===== config.mk =====
export PLATFORM = sky130hd
export DESIGN_NAME = i2c_slave_match_eng
export DESIGN_NICKNAME = d
export VERILOG_FILES = /design/src/rtl/i2c_sl_pkg.sv /design/src/rtl/i2c_sl_linemon.sv /design/src/rtl/i2c_sl_addrmatch.sv /design/src/rtl/i2c_sl_core.sv /design/src/rtl/i2c_slave_match_eng.sv
export SDC_FILE = /design/constraint.sdc
export NUM_CORES = 1
export LEC_CHECK = 0
export CORE_MARGIN = 5
export CORE_UTILIZATION = 38
export DETAILED_ROUTE_END_ITERATION = 12
export PLACE_DENSITY = 0.62
export REMOVE_ABC_BUFFERS = 1
export SETUP_SLACK_MARGIN = 0.2
export SYNTH_ARGS = -nofsm -noshare
export SYNTH_HDL_FRONTEND = slang
export SYNTH_SLANG_ARGS = --single-unit

===== constraint.sdc =====
create_clock -name clk -period 2.1 [get_ports clk]
set_input_delay 0.21 -clock clk [delete_from_list [all_inputs] [get_ports clk]]
set_output_delay 0.21 -clock clk [all_outputs]
set_load 0.01 [all_outputs]

===== src/rtl/i2c_sl_pkg.sv =====
package i2c_sl_pkg;
    localparam int NUM_SLOTS = 4;
    localparam int IDX_W     = $clog2(NUM_SLOTS);
    localparam int SEL_W     = 3;

    localparam logic [SEL_W-1:0] SEL_MASK = 3'd4;
    localparam logic [SEL_W-1:0] SEL_TXD  = 3'd5;
    localparam logic [SEL_W-1:0] SEL_CTL  = 3'd6;

    localparam logic [1:0] ST_ADDR = 2'd0;
    localparam logic [1:0] ST_RX   = 2'd1;
    localparam logic [1:0] ST_TX   = 2'd2;

    typedef enum logic [2:0] {
        PH_IDLE,
        PH_RECV,
        PH_BEND,
        PH_HOLD,
        PH_ACK,
        PH_SEND,
        PH_MACK
    } phase_e;

    typedef struct packed {
        phase_e           ph;
        logic [3:0]       cnt;
        logic [7:0]       sh;
        logic [7:0]       rx;
        logic             addr_ph;
        logic             rd;
        logic             mnak;
        logic             hold;
        logic [1:0]       st;
        logic [IDX_W-1:0] idx;
    } core_t;

    typedef struct packed {
        logic [NUM_SLOTS-1:0][7:0] slot;
        logic [6:0]                mask;
        logic [7:0]                tx;
    } cfg_t;
endpackage


===== src/rtl/i2c_sl_linemon.sv =====
module i2c_sl_linemon #(
    parameter int SYNC_N = 2
) (
    input  logic clk,
    input  logic rst_n,
    input  logic scl_i,
    input  logic sda_i,
    output logic sda_s,
    output logic scl_rise,
    output logic scl_fall,
    output logic start_det,
    output logic stop_det
);
    logic [SYNC_N-1:0] scl_q, sda_q;
    logic              scl_prev_q, sda_prev_q;
    logic              scl_s;

    always_ff @(posedge clk or negedge rst_n) begin
        if (!rst_n) begin
            scl_q      <= '1;
            sda_q      <= '1;
            scl_prev_q <= 1'b1;
            sda_prev_q <= 1'b1;
        end else begin
            scl_q      <= {scl_q[SYNC_N-2:0], scl_i};
            sda_q      <= {sda_q[SYNC_N-2:0], sda_i};
            scl_prev_q <= scl_s;
            sda_prev_q <= sda_s;
        end
    end

    assign scl_s     = scl_q[SYNC_N-1];
    assign sda_s     = sda_q[SYNC_N-1];
    assign scl_rise  = scl_s & ~scl_prev_q;
    assign scl_fall  = ~scl_s & scl_prev_q;
    assign start_det = scl_s & scl_prev_q & sda_prev_q & ~sda_s;
    assign stop_det  = scl_s & scl_prev_q & ~sda_prev_q & sda_s;
endmodule


===== src/rtl/i2c_sl_addrmatch.sv =====
module i2c_sl_addrmatch
    import i2c_sl_pkg::*;
(
    input  logic [NUM_SLOTS-1:0][7:0] slot_i,
    input  logic [6:0]                mask_i,
    input  logic [6:0]                addr_i,
    output logic                      hit_o,
    output logic [IDX_W-1:0]          idx_o
);
    logic [NUM_SLOTS-1:0] hit_v;

    generate
        for (genvar g = 0; g < NUM_SLOTS; g++) begin : g_slot
            logic [6:0] dc;
            if (g == 0) begin : g_masked
                assign dc = mask_i;
            end else begin : g_exact
                assign dc = 7'd0;
            end
            assign hit_v[g] = !slot_i[g][0] &&
                              (((slot_i[g][7:1] ^ addr_i) & ~dc) == 7'd0);
        end
    endgenerate

    always_comb begin
        hit_o = |hit_v;
        idx_o = '0;
        for (int i = NUM_SLOTS - 1; i >= 0; i--) begin
            if (hit_v[i]) idx_o = IDX_W'(i);
        end
    end
endmodule


===== src/rtl/i2c_sl_core.sv =====
module i2c_sl_core
    import i2c_sl_pkg::*;
(
    input  logic             clk,
    input  logic             rst_n,
    input  logic             sda_s,
    input  logic             scl_rise,
    input  logic             scl_fall,
    input  logic             start_det,
    input  logic             stop_det,
    input  logic             hit,
    input  logic [IDX_W-1:0] hit_idx,
    input  logic [7:0]       tx_byte,
    input  logic             ctl_go,
    input  logic             ctl_nack,
    output logic [7:0]       shift_o,
    output logic [7:0]       rx_o,
    output logic             pend_o,
    output logic [1:0]       st_o,
    output logic [IDX_W-1:0] idx_o,
    output logic             scl_pull,
    output logic             sda_pull
);
    core_t q, d;

    always_comb begin
        d      = q;
        d.hold = (q.ph == PH_HOLD);
        unique case (q.ph)
            PH_IDLE: ;
            PH_RECV: begin
                if (scl_rise) begin
                    d.sh  = {q.sh[6:0], sda_s};
                    d.cnt = q.cnt + 4'd1;
                    if (q.cnt == 4'd7) d.ph = PH_BEND;
                end
            end
            PH_BEND: begin
                if (scl_fall) begin
                    if (q.addr_ph) begin
                        if (hit) begin
                            d.rx  = q.sh;
                            d.rd  = q.sh[0];
                            d.idx = hit_idx;
                            d.st  = ST_ADDR;
                            d.ph  = PH_HOLD;
                        end else begin
                            d.ph = PH_IDLE;
                        end
                    end else begin
                        d.rx = q.sh;
                        d.st = ST_RX;
                        d.ph = PH_HOLD;
                    end
                end
            end
            PH_HOLD: begin
                if (ctl_nack) begin
                    d.ph = PH_IDLE;
                end else if (ctl_go) begin
                    if (q.st == ST_TX) begin
                        d.ph  = PH_SEND;
                        d.cnt = 4'd0;
                        d.sh  = tx_byte;
                    end else begin
                        d.ph = PH_ACK;
                    end
                end
            end
            PH_ACK: begin
                if (scl_fall) begin
                    if (q.addr_ph && q.rd) begin
                        d.ph = PH_HOLD;
                        d.st = ST_TX;
                    end else begin
                        d.ph  = PH_RECV;
                        d.cnt = 4'd0;
                    end
                    d.addr_ph = 1'b0;
                end
            end
            PH_SEND: begin
                if (scl_fall) begin
                    d.sh  = {q.sh[6:0], 1'b1};
                    d.cnt = q.cnt + 4'd1;
                    if (q.cnt == 4'd7) d.ph = PH_MACK;
                end
            end
            PH_MACK: begin
                if (scl_rise) d.mnak = sda_s;
                if (scl_fall) begin
                    if (!q.mnak) begin
                        d.ph = PH_HOLD;
                        d.st = ST_TX;
                    end else begin
                        d.ph = PH_IDLE;
                    end
                end
            end
            default: d.ph = PH_IDLE;
        endcase
        if (start_det) begin
            d.ph      = PH_RECV;
            d.cnt     = 4'd0;
            d.addr_ph = 1'b1;
        end else if (stop_det) begin
            d.ph = PH_IDLE;
        end
    end

    always_ff @(posedge clk or negedge rst_n) begin
        if (!rst_n) begin
            q <= '{ph: PH_IDLE, cnt: '0, sh: '0, rx: '0, addr_ph: 1'b0, rd: 1'b0,
                   mnak: 1'b0, hold: 1'b0, st: ST_ADDR, idx: '0};
        end else begin
            q <= d;
        end
    end

    assign shift_o  = q.sh;
    assign rx_o     = q.rx;
    assign pend_o   = (q.ph == PH_HOLD);
    assign st_o     = pend_o ? q.st : ST_ADDR;
    assign idx_o    = pend_o ? q.idx : '0;
    assign scl_pull = (q.ph == PH_HOLD) || q.hold;
    assign sda_pull = (q.ph == PH_ACK) || ((q.ph == PH_SEND) && !q.sh[7]);
endmodule


===== src/rtl/i2c_slave_match_eng.sv =====
module i2c_slave_match_eng
    import i2c_sl_pkg::*;
#(
    parameter int SYNC_STAGES = 2
) (
    input  logic             clk,
    input  logic             rst_n,
    input  logic             scl_i,
    input  logic             sda_i,
    output logic             scl_oe,
    output logic             sda_oe,
    input  logic             reg_we,
    input  logic [SEL_W-1:0] reg_sel,
    input  logic [7:0]       reg_wdata,
    output logic [15:0]      stat_o,
    output logic [7:0]       rdata_o
);
    cfg_t cfg_q, cfg_d;

    logic                 sda_s, scl_rise, scl_fall, start_det, stop_det;
    logic                 hit, pend, ctl_we, ctl_go, ctl_nack;
    logic [IDX_W-1:0]     hit_idx, idx;
    logic [1:0]           st;
    logic [7:0]           shift;
    logic [NUM_SLOTS-1:0] slot_dis;

    always_comb begin
        cfg_d = cfg_q;
        if (reg_we) begin
            if (reg_sel < SEL_W'(NUM_SLOTS)) cfg_d.slot[reg_sel[IDX_W-1:0]] = reg_wdata;
            else if (reg_sel == SEL_MASK)    cfg_d.mask = reg_wdata[7:1];
            else if (reg_sel == SEL_TXD)     cfg_d.tx   = reg_wdata;
        end
    end

    always_ff @(posedge clk or negedge rst_n) begin
        if (!rst_n) begin
            cfg_q <= '{slot: {NUM_SLOTS{8'h01}}, mask: '0, tx: '0};
        end else begin
            cfg_q <= cfg_d;
        end
    end

    assign ctl_we   = reg_we && (reg_sel == SEL_CTL);
    assign ctl_go   = ctl_we && reg_wdata[0];
    assign ctl_nack = ctl_we && reg_wdata[1];

    generate
        for (genvar g = 0; g < NUM_SLOTS; g++) begin : g_dis
            assign slot_dis[g] = cfg_q.slot[g][0];
        end
    endgenerate

    i2c_sl_linemon #(.SYNC_N(SYNC_STAGES)) u_mon (
        .clk(clk), .rst_n(rst_n), .scl_i(scl_i), .sda_i(sda_i),
        .sda_s(sda_s), .scl_rise(scl_rise), .scl_fall(scl_fall),
        .start_det(start_det), .stop_det(stop_det)
    );

    i2c_sl_addrmatch u_match (
        .slot_i(cfg_q.slot), .mask_i(cfg_q.mask), .addr_i(shift[7:1]),
        .hit_o(hit), .idx_o(hit_idx)
    );

    i2c_sl_core u_core (
        .clk(clk), .rst_n(rst_n), .sda_s(sda_s), .scl_rise(scl_rise),
        .scl_fall(scl_fall), .start_det(start_det), .stop_det(stop_det),
        .hit(hit), .hit_idx(hit_idx), .tx_byte(cfg_q.tx),
        .ctl_go(ctl_go), .ctl_nack(ctl_nack), .shift_o(shift),
        .rx_o(rdata_o), .pend_o(pend), .st_o(st), .idx_o(idx),
        .scl_pull(scl_oe), .sda_pull(sda_oe)
    );

    always_comb begin
        stat_o        = '0;
        stat_o[8]     = pend;
        stat_o[10:9]  = st;
        stat_o[13:12] = idx;
    end
endmodule



# ---- After elaboration in Yosys (flattened, before gate mapping)
# Index checks and enable logic that the tools add are counted.
dict set report classes {
  reduce_logical 39
  bitwise 19
  order_cmp 3
  n_addsub 1
  n_eq_ne 39
  mux 46
}
# operator count
set ops {}
lappend ops {{$mux 15} 3}
lappend ops {{$bwmux 32} 1}
lappend ops {{$mux 2} 15}
lappend ops {{$logic_not 7->1} 4}
lappend ops {{$xor 7x7->7} 4}
lappend ops {{$ne 3x3->1 const B} 9}
lappend ops {{$mux 12} 2}
lappend ops {{$mux 3} 8}
lappend ops {{$mux 8} 3}
lappend ops {{$pmux 8 s3} 1}
lappend ops {{$pmux 3 s7} 1}
lappend ops {{$ne 2x2->1 const B} 10}
lappend ops {{$ne 4x4->1 const B} 5}
lappend ops {{$eq 3x3->1 const B} 6}
lappend ops {{$demux 8 s2} 1}
lappend ops {{$mux 4} 4}
lappend ops {{$pmux 4 s4} 1}
lappend ops {{$logic_and 1x1->1} 10}
lappend ops {{$reduce_and 9->1} 1}
lappend ops {{$ne 4x3->1 const B} 2}
lappend ops {{$reduce_and 4->1} 2}
lappend ops {{$reduce_and 8->1} 1}
lappend ops {{$and 1x1->1} 7}
lappend ops {{$and 7x7->7} 1}
lappend ops {{26 further kinds} 45}
dict set report word_totals {
  elab_cells 167
  reg_bits 84
}

# ---- Longest topological paths before layout
# Gate-level depths: netlist of run 1.
dict set report depth {
  depth_word 11
  depth_mapped 8
  depth_no_buf 6
}

# ---- Cells and area by module
# Synthesis of run 1 repeated with hierarchy kept, for this count alone.
dict set report hier_totals {
  cells_unflattened 363
  hier_area_um2 4401.7
}
# mod cells_per_inst n_inst area_each_um2
set modules_own_cells {}
lappend modules_own_cells {i2c_slave_match_eng 120 1 1939.4}
lappend modules_own_cells {i2c_sl_core 186 1 1891.8}
lappend modules_own_cells {i2c_sl_addrmatch 47 1 380.4}
lappend modules_own_cells {i2c_sl_linemon 10 1 190.2}

# ---- Least setup slack after synthesis of run 1
# Ideal clock, no wire load.
dict set report synth_path {
  path_type {reg2reg}
  start {register u_core.q, in the netlist u_core.shift_o[4]}
  end {register u_core.q, in the netlist u_core.rx_o[0]}
  n_path_buf 2
  path_stages_with_launch 9
  path_slack_ns 0.042
  t_arrival_ns 1.933
  synth_period_minus_slack_ns 2.058
  cell_sequence {dfrtp_1 -> buf_6 -> xnor2_1 -> o22ai_1 -> nor4_2 -> nor2_2 -> a311o_1 -> buf_6 -> mux2_4}
}
dict set report synth_via {
  elab_chain_cells 7
  elab_cells_between_ends 16
}
# element line
set synth_lines {}
lappend synth_lines {{from (decl)} i2c_sl_core.sv:24} ;# core_t q, d;
lappend synth_lines {{from (signal assigned)} i2c_sl_core.sv:113} ;# q <= '{ph: PH_IDLE, cnt: '0, sh: '0, rx: '0, addr_ph: 1'b0, rd: 1'b0,
lappend synth_lines {{$xor 7x7->7} i2c_sl_addrmatch.sv:21} ;# (((slot_i[g][7:1] ^ addr_i) & ~dc) == 7'd0);
lappend synth_lines {{$and 7x7->7} i2c_sl_addrmatch.sv:21}
lappend synth_lines {{$logic_not 7->1} i2c_sl_addrmatch.sv:21}
lappend synth_lines {{$logic_and 1x1->1} i2c_sl_addrmatch.sv:20} ;# assign hit_v[g] = !slot_i[g][0] &&
lappend synth_lines {{$reduce_or 4->1 *} i2c_sl_addrmatch.sv:26} ;# hit_o = |hit_v;
lappend synth_lines {{$ne 2x2->1 (no line) *} -}
lappend synth_lines {{$reduce_and 3->1 (no line) *} -}
# Mark *: on every way between the ends. The rest lies on a longest branch, timed or not.
# A chain may end at the register's enable or synchronous reset.

# ---- Worst setup path after layout of run 1
dict set report layout_path {
  start {register u_core.q, in the netlist u_core.shift_o[5]}
  end {register u_core.q, in the netlist u_core.rx_o[2]}
}
# The elaborated chain is that of the path after synthesis.

==> metrics.cfg, run 1 <==
[sta]
tightestPinTransition_ns = 0.5340
finalSetupViolCount = 11
slew_violations = 0
setup_slack_ns = -0.09089
fin_crit_ns = 2.191
fin_skew_ns = 0.01292
max_freq_ghz = 0.4564
rsz0062_at_grt = yes
hold_viol_final = 0
max_slew_margin_pct = 64.02
hold_ws_ns = 0.2386
min_period_over_period_pct = 104.3

[floorplan]
boundaryPins = 42
fp.dieH_um = 115.7
num_rows = 38
dieArea_mm2 = 0.01337
initial_core_util_pct = 38.96
die_w_um = 115.7
core-area_mm2 = 0.01089

[synth]
syn_inst = 359
yosys_most_used_dff = dfrtp_1
yosysTopAreaCell = dfrtp_1
yosys-top-cells-count = 74 x dfrtp_1, 51 x mux2_2, 25 x nand2_1
netlist_top_cells_area = dfrtp_1 44%, mux2_2 14%, dfstp_2 6.2%
synth_top_area_share_pct = 43.66
async_reset_ff_share_pct = 100.0
ys_ff_latch = 84
ys_seq_area_share_pct = 49.85
synth_cell_types = 55
synth_edf_count = 0
synth_most_common_cell = dfrtp_1
yosys_warnings = 0
avgSynthCellArea_um2 = 11.81
synth.cell_area_mm2 = 0.004242

[layout]
syn2layout_area_growth_pct = 28.88
final_nets = 452
drive_gt1_share_pct = 43.64
multi_input_area_mm2 = 0.002112
n_antenna_cell = 0
stdcell_count = 580
regArea_mm2 = 0.002122
fill_cells = 977

[detailed_routing]
drc_errors = 0
drt_iter0_markers = 189
wl_um = 10430
via_per_inst = 5.169
ant_nets = 0
drtPass1Iterations = 4
via_count = 2998
post_drt_wl_per_cell_um = 17.98

[critical_path]
cp-startpoint = u_core.shift_o[5]$_DFFE_PN0P_
crit_slowest_cell = dfrtp_2
critical_path_depth = 7
arrival_ns = 2.45
crit_fanout = 8
cp.buffers_inverters = 1
r2r_cells = 7
worstSetupEndpointType = flop
reg2reg_to = u_core.rx_o[2]$_DFFE_PN0P_
cp_cell_sequence = xor2_1 -> nor4_2 -> nand2_1 -> and2_4 -> a311o_1 -> buf_12 -> mux2_4
reg2reg_slack_ns = -0.09
critical_path.endpoint = u_core.rx_o[2]$_DFFE_PN0P_
slowest_delay_ns = 0.49
crit_type = reg2reg
reg2reg_from = u_core.shift_o[5]$_DFFE_PN0P_
worstPathRequired_ns = 2.36
crit_family = simple AND/OR/NAND/NOR gates
start_kind = flop

[worst_hold_path]
hp-class = in2reg

[cts]
clk_latency_ns = 0.37
cts_buffers = 9
cts_tree = done
clk_pin_slew_worst_paths_ns = 0.10
clock_sinks = 84
clockBufferDepth = 2
cts_root_buf = clkbuf_8
htree_levels = 3

[placed_design]
port_buffers = 30
dp_slack_ns = -0.1743
hpwlAfterDp_um = 7201
place_inst = 547
globalplace.congestion = 0.8188

[pwr]
leakage_uw = 0.002378
p_per_area_mw_per_mm2 = 1107
p_total_uw = 6052
peakVddDrop_uv = 550.0

[global_route]
grt_overflow_total = 0
grtUsageTotal_pct = 16.61
first_global_vias = 3272
antenna_found_initial = 0
grt_pass1_wl_um = 17240
grt_max_degree = 85

[run_status]
status = complete, but fails checks
violations = negative setup slack

[run]
maxCapViolations = 0

==> layout make-up <==
type / instances / share of cell area, %
multi-input cells: 245 / 38.64
well taps: 140 / 3.204
clock inverters: 7 / 1.717
inverters: 1 / 0.06867
clock buffers: 9 / 2.266
flip-flops and latches: 84 / 38.82
repair buffers: 94 / 15.29
==> worst register-to-register path: stages, from the launching register on <==
cell and delay, ns:
dfrtp_2 0.49, xor2_1 0.18, nor4_2 0.36, nand2_1 0.13
and2_4 0.16, a311o_1 0.30, buf_12 0.16, mux2_4 0.30
==> repair_timing <==
action                                  CTS  global route
buffers inserted                          9             7
cloned                                    0             0
endpoints found under the setup margin   26            21
endpoints found under the hold margin    74             0
hold buffers                              1             0
pin swaps                                 8             9
gates resized for setup                  38            26
==> routing by layer <==
metal | track usage, % | part of all wire (%) | up-vias
met2 | 28.36 | 50 | 59
met1 | 21.43 | 45 | 1521
met5 | 0 | 0 | -
li1 | - | - | 1402
met3 | 3.342 | 3.4 | 16
met4 | 4.950 | 1.5 | 0
==> metrics by stage <==
stage	util, %	setup TNS, ns	area (um2)
after floorplan	-	-0.7531	4015
after global placement	44.81	-1.853	4878
after detailed placement	44.81	-2.239	4878
after CTS	48.83	-0.5987	5316
after global routing	50.21	-1.619	5466
final	50.21	-0.8065	5466
==> how the worst min path moves through the flow <==
stage                                           to   from  cells after the start  slack (ns)
after floorplan               cfg_q[0]$_DFFE_PN0P_  rst_n                      0       -0.09
after global placement    u_core.q[28]$_DFFE_PN0P_  rst_n                      2        0.27
after detailed placement   u_core.q[7]$_DFFE_PN0P_  rst_n                      2        0.28
after CTS                 u_mon.sda_q[0]$_DFF_PN1_  sda_i                      1        0.23
after global routing      u_mon.sda_q[0]$_DFF_PN1_  sda_i                      1        0.22
final                     u_mon.sda_q[0]$_DFF_PN1_  sda_i                      1        0.24
==> placed cells by master, fill, tap and decap left out, types with 3 or more instances in the layout <==
cell             count
nand3_1              4
o21ai_1              3
buf_12               3
mux2_2              49
dfrtp_2              6
nand2_1             24
o22ai_2              3
xnor2_2              4
dfrtp_1             68
nor4_2               5
nor2_2               4
dlygate4sd2_1        7
a21oi_2              4
o22a_1               3
clkdlybuf4s50_1     22
nand4b_1             3
buf_4               54
a21oi_1              6
nor2_1               7
and4b_1              3
mux2i_1              7
xor2_1              14
conb_1              11
and2_1               4
nand2b_1             3
o21ai_0             12
nor3_1               4
dfstp_2             10
buf_6                7
mux2_4              10
nor2b_1              4
nand3b_1             3
clkbuf_8             9
xnor2_1              9
==> state kept, by name (all words and copies together), names as in the netlist <==
name	count
cfg_q	47
u_core.q	15
u_core.rx_o	8
u_core.shift_o	8
u_mon.scl_prev_q	1
u_mon.scl_q	2
u_mon.sda_prev_q	1
u_mon.sda_q	2
==> cell families (layout without fill, tap and decap cells) <==
| logic type | count (synthesis) | in the layout | share of synthesized area [%] |
|---|---|---|---|
| and+or+nand+nor | 88 | 88 | 12.06 |
| AOI/OAI and AO/OA | 51 | 51 | 7.581 |
| muxes | 66 | 66 | 18.02 |
| other | 1 | 11 | 0.08841 |
| adders and majority gates | 1 | 1 | 0.2949 |
| xor gates and xnor gates | 28 | 28 | 5.782 |
| buffers and inverters | 40 | 111 | 6.313 |
| DFF | 84 | 84 | 49.85 |
==> report_power, final <==
group          switching (uW)  leakage, uW  total (uW)  internal (uW)
sequential                388      0.00102        2440           2050
combinational            1060      0.00125        2330           1270
clock                     699     0.000107        1280            585
No activity file was read; power rests on OpenSTA's default activity.
==> inputs of run 2 (changes only) <==
Settings changed: CTS_CLUSTER_DIAMETER from default to 60.
==> results of run 2 <==
The final DEF is identical to that of run 1; final timing and power are the same.
==> inputs of run 3 (changes only) <==
Settings changed: MAX_ROUTING_LAYER from default to met4, SKIP_LAST_GASP from default to 1.
==> metrics.cfg, run 3 (synthesis results as in run 1) <==
[run]
maxCapViolations = 0

[global_route]
first_global_vias = 3254
antenna_found_initial = 0
grt_overflow_total = 0
grt_pass1_wl_um = 17220
grt_max_degree = 85
grtUsageTotal_pct = 17.10

[detailed_routing]
post_drt_wl_per_cell_um = 17.73
drc_errors = 0
ant_nets = 0
wl_um = 10300
drtPass1Iterations = 4
via_count = 3008
via_per_inst = 5.177
drt_iter0_markers = 209

[layout]
final_nets = 453
layout_common_cells = 68 x dfrtp_1, 56 x buf_4, 49 x mux2_2, 24 x nand2_1, 22 x clkdlybuf4s50_1
syn2layout_area_growth_pct = 28.05
final_common_cell = dfrtp_1
n_antenna_cell = 0
top_regs = cfg_q: 47 flops, u_core.q: 15 flops
fill_cells = 982
largest_reg_flops = 47
top_register = cfg_q
drive_gt1_share_pct = 42.63

[sta]
min_period_over_period_pct = 103.9
tightestPinTransition_ns = 0.5601
max_slew_margin_pct = 62.26
fin_crit_ns = 2.182
finalSetupViolCount = 11
hold_viol_final = 0
slew_violations = 0
setup_slack_ns = -0.08183
setup_tns_ns = -0.7192
rsz0062_at_grt = yes
max_freq_ghz = 0.4583
fin_skew_ns = 0.01258

[worst_hold_path]
hp-class = in2reg

[critical_path]
cp_cell_sequence = xor2_1 -> nor4_2 -> nand2_1 -> and2_4 -> a311o_1 -> buf_12 -> mux2_4
crit_type = reg2reg
crit_fanout = 8
crit_slowest_cell = dfrtp_2
worstPathRequired_ns = 2.35
worstSetupEndpointType = flop
arrival_ns = 2.44
start_kind = flop
cp.buffers_inverters = 1
crit_family = simple AND/OR/NAND/NOR gates
slowest_delay_ns = 0.49

[cts]
clock_sinks = 84
cts_root_buf = clkbuf_8
clk_pin_slew_worst_paths_ns = 0.10
cts_tree = done
clk_latency_ns = 0.37
clockBufferDepth = 2
htree_levels = 3
cts_buffers = 9

[floorplan]
core-area_mm2 = 0.01089
fp.dieH_um = 115.7
num_rows = 38
dieArea_mm2 = 0.01337
die_w_um = 115.7
initial_core_util_pct = 38.96
boundaryPins = 42

[pwr]
peakVddDrop_uv = 549.1
leakage_uw = 0.002389
p_per_area_mw_per_mm2 = 1097
p_total_uw = 5957

[placed_design]
dp_slack_ns = -0.1743
globalplace.congestion = 0.8310
port_buffers = 30
hpwlAfterDp_um = 7201

[run_status]
violations = negative setup slack
status = complete, but fails checks

-- run 3: per-stage QoR --
stage          hold slack [ns]  instance area, um2  util [%]  cells
2_1_floorplan         -0.08559                4015         -    330
3_3_place_gp            0.2748                4878     44.81    547
3_5_place_dp            0.2763                4878     44.81    547
4_1_cts                 0.2278                5318     48.84    573
5_1_grt                 0.2165                5431     49.89    581
6_report                0.2409                5431     49.89    581
-- run 3: final cells by class --
type	count	area (um2)	share of cell area, %
clock buffers	9	123.9	2.281
repair buffers	95	843.3	15.53
clock inverters	7	93.84	1.728
well taps	140	175.2	3.225
inverters	1	3.754	0.06911
flip-flops and latches	84	2122	39.07
multi-input cells	245	2069	38.10
-- run 3: per-layer routing --
layer  share of wire [%]  vias up  global-route usage (%)
li1                    -     1400                       -
met1                  44     1526                   21.40
met5                   0        -                       -
met2                  50       65                   28.36
met4                 1.8        0                   4.950
met3                 3.8       17                   3.342
-- run 3: timing repair --
action,in CTS,in global routing
resized for setup,37,18
pin swaps,8,9
endpoints found under the hold margin,74,0
hold buffers,1,0
setup buffers,9,8
setup endpoints to repair,26,22
-- run 3: power by group --
group,switching [uW],internal (uW)
registers,387,2050
logic,1020,1220
clock network,693,585
-- run 3: path summary, 6_finish.rpt --
check                                               from                       endpoint  slack (ns)  cells after the start
setup reg to reg           u_core.shift_o[5]$_DFFE_PN0P_     u_core.rx_o[2]$_DFFE_PN0P_       -0.08                      7
max in group asynchronous                          rst_n  u_core.shift_o[4]$_DFFE_PN0P_        1.32                      3
min in group asynchronous                          rst_n       u_core.q[27]$_DFFE_PN0P_        0.41                      3
hold reg to reg                 u_mon.scl_q[0]$_DFF_PN1_       u_mon.scl_q[1]$_DFF_PN1_        0.36                      0
hold / removal                                     sda_i       u_mon.sda_q[0]$_DFF_PN1_        0.24                      1
setup / recovery           u_core.shift_o[5]$_DFFE_PN0P_     u_core.rx_o[2]$_DFFE_PN0P_       -0.08                      7
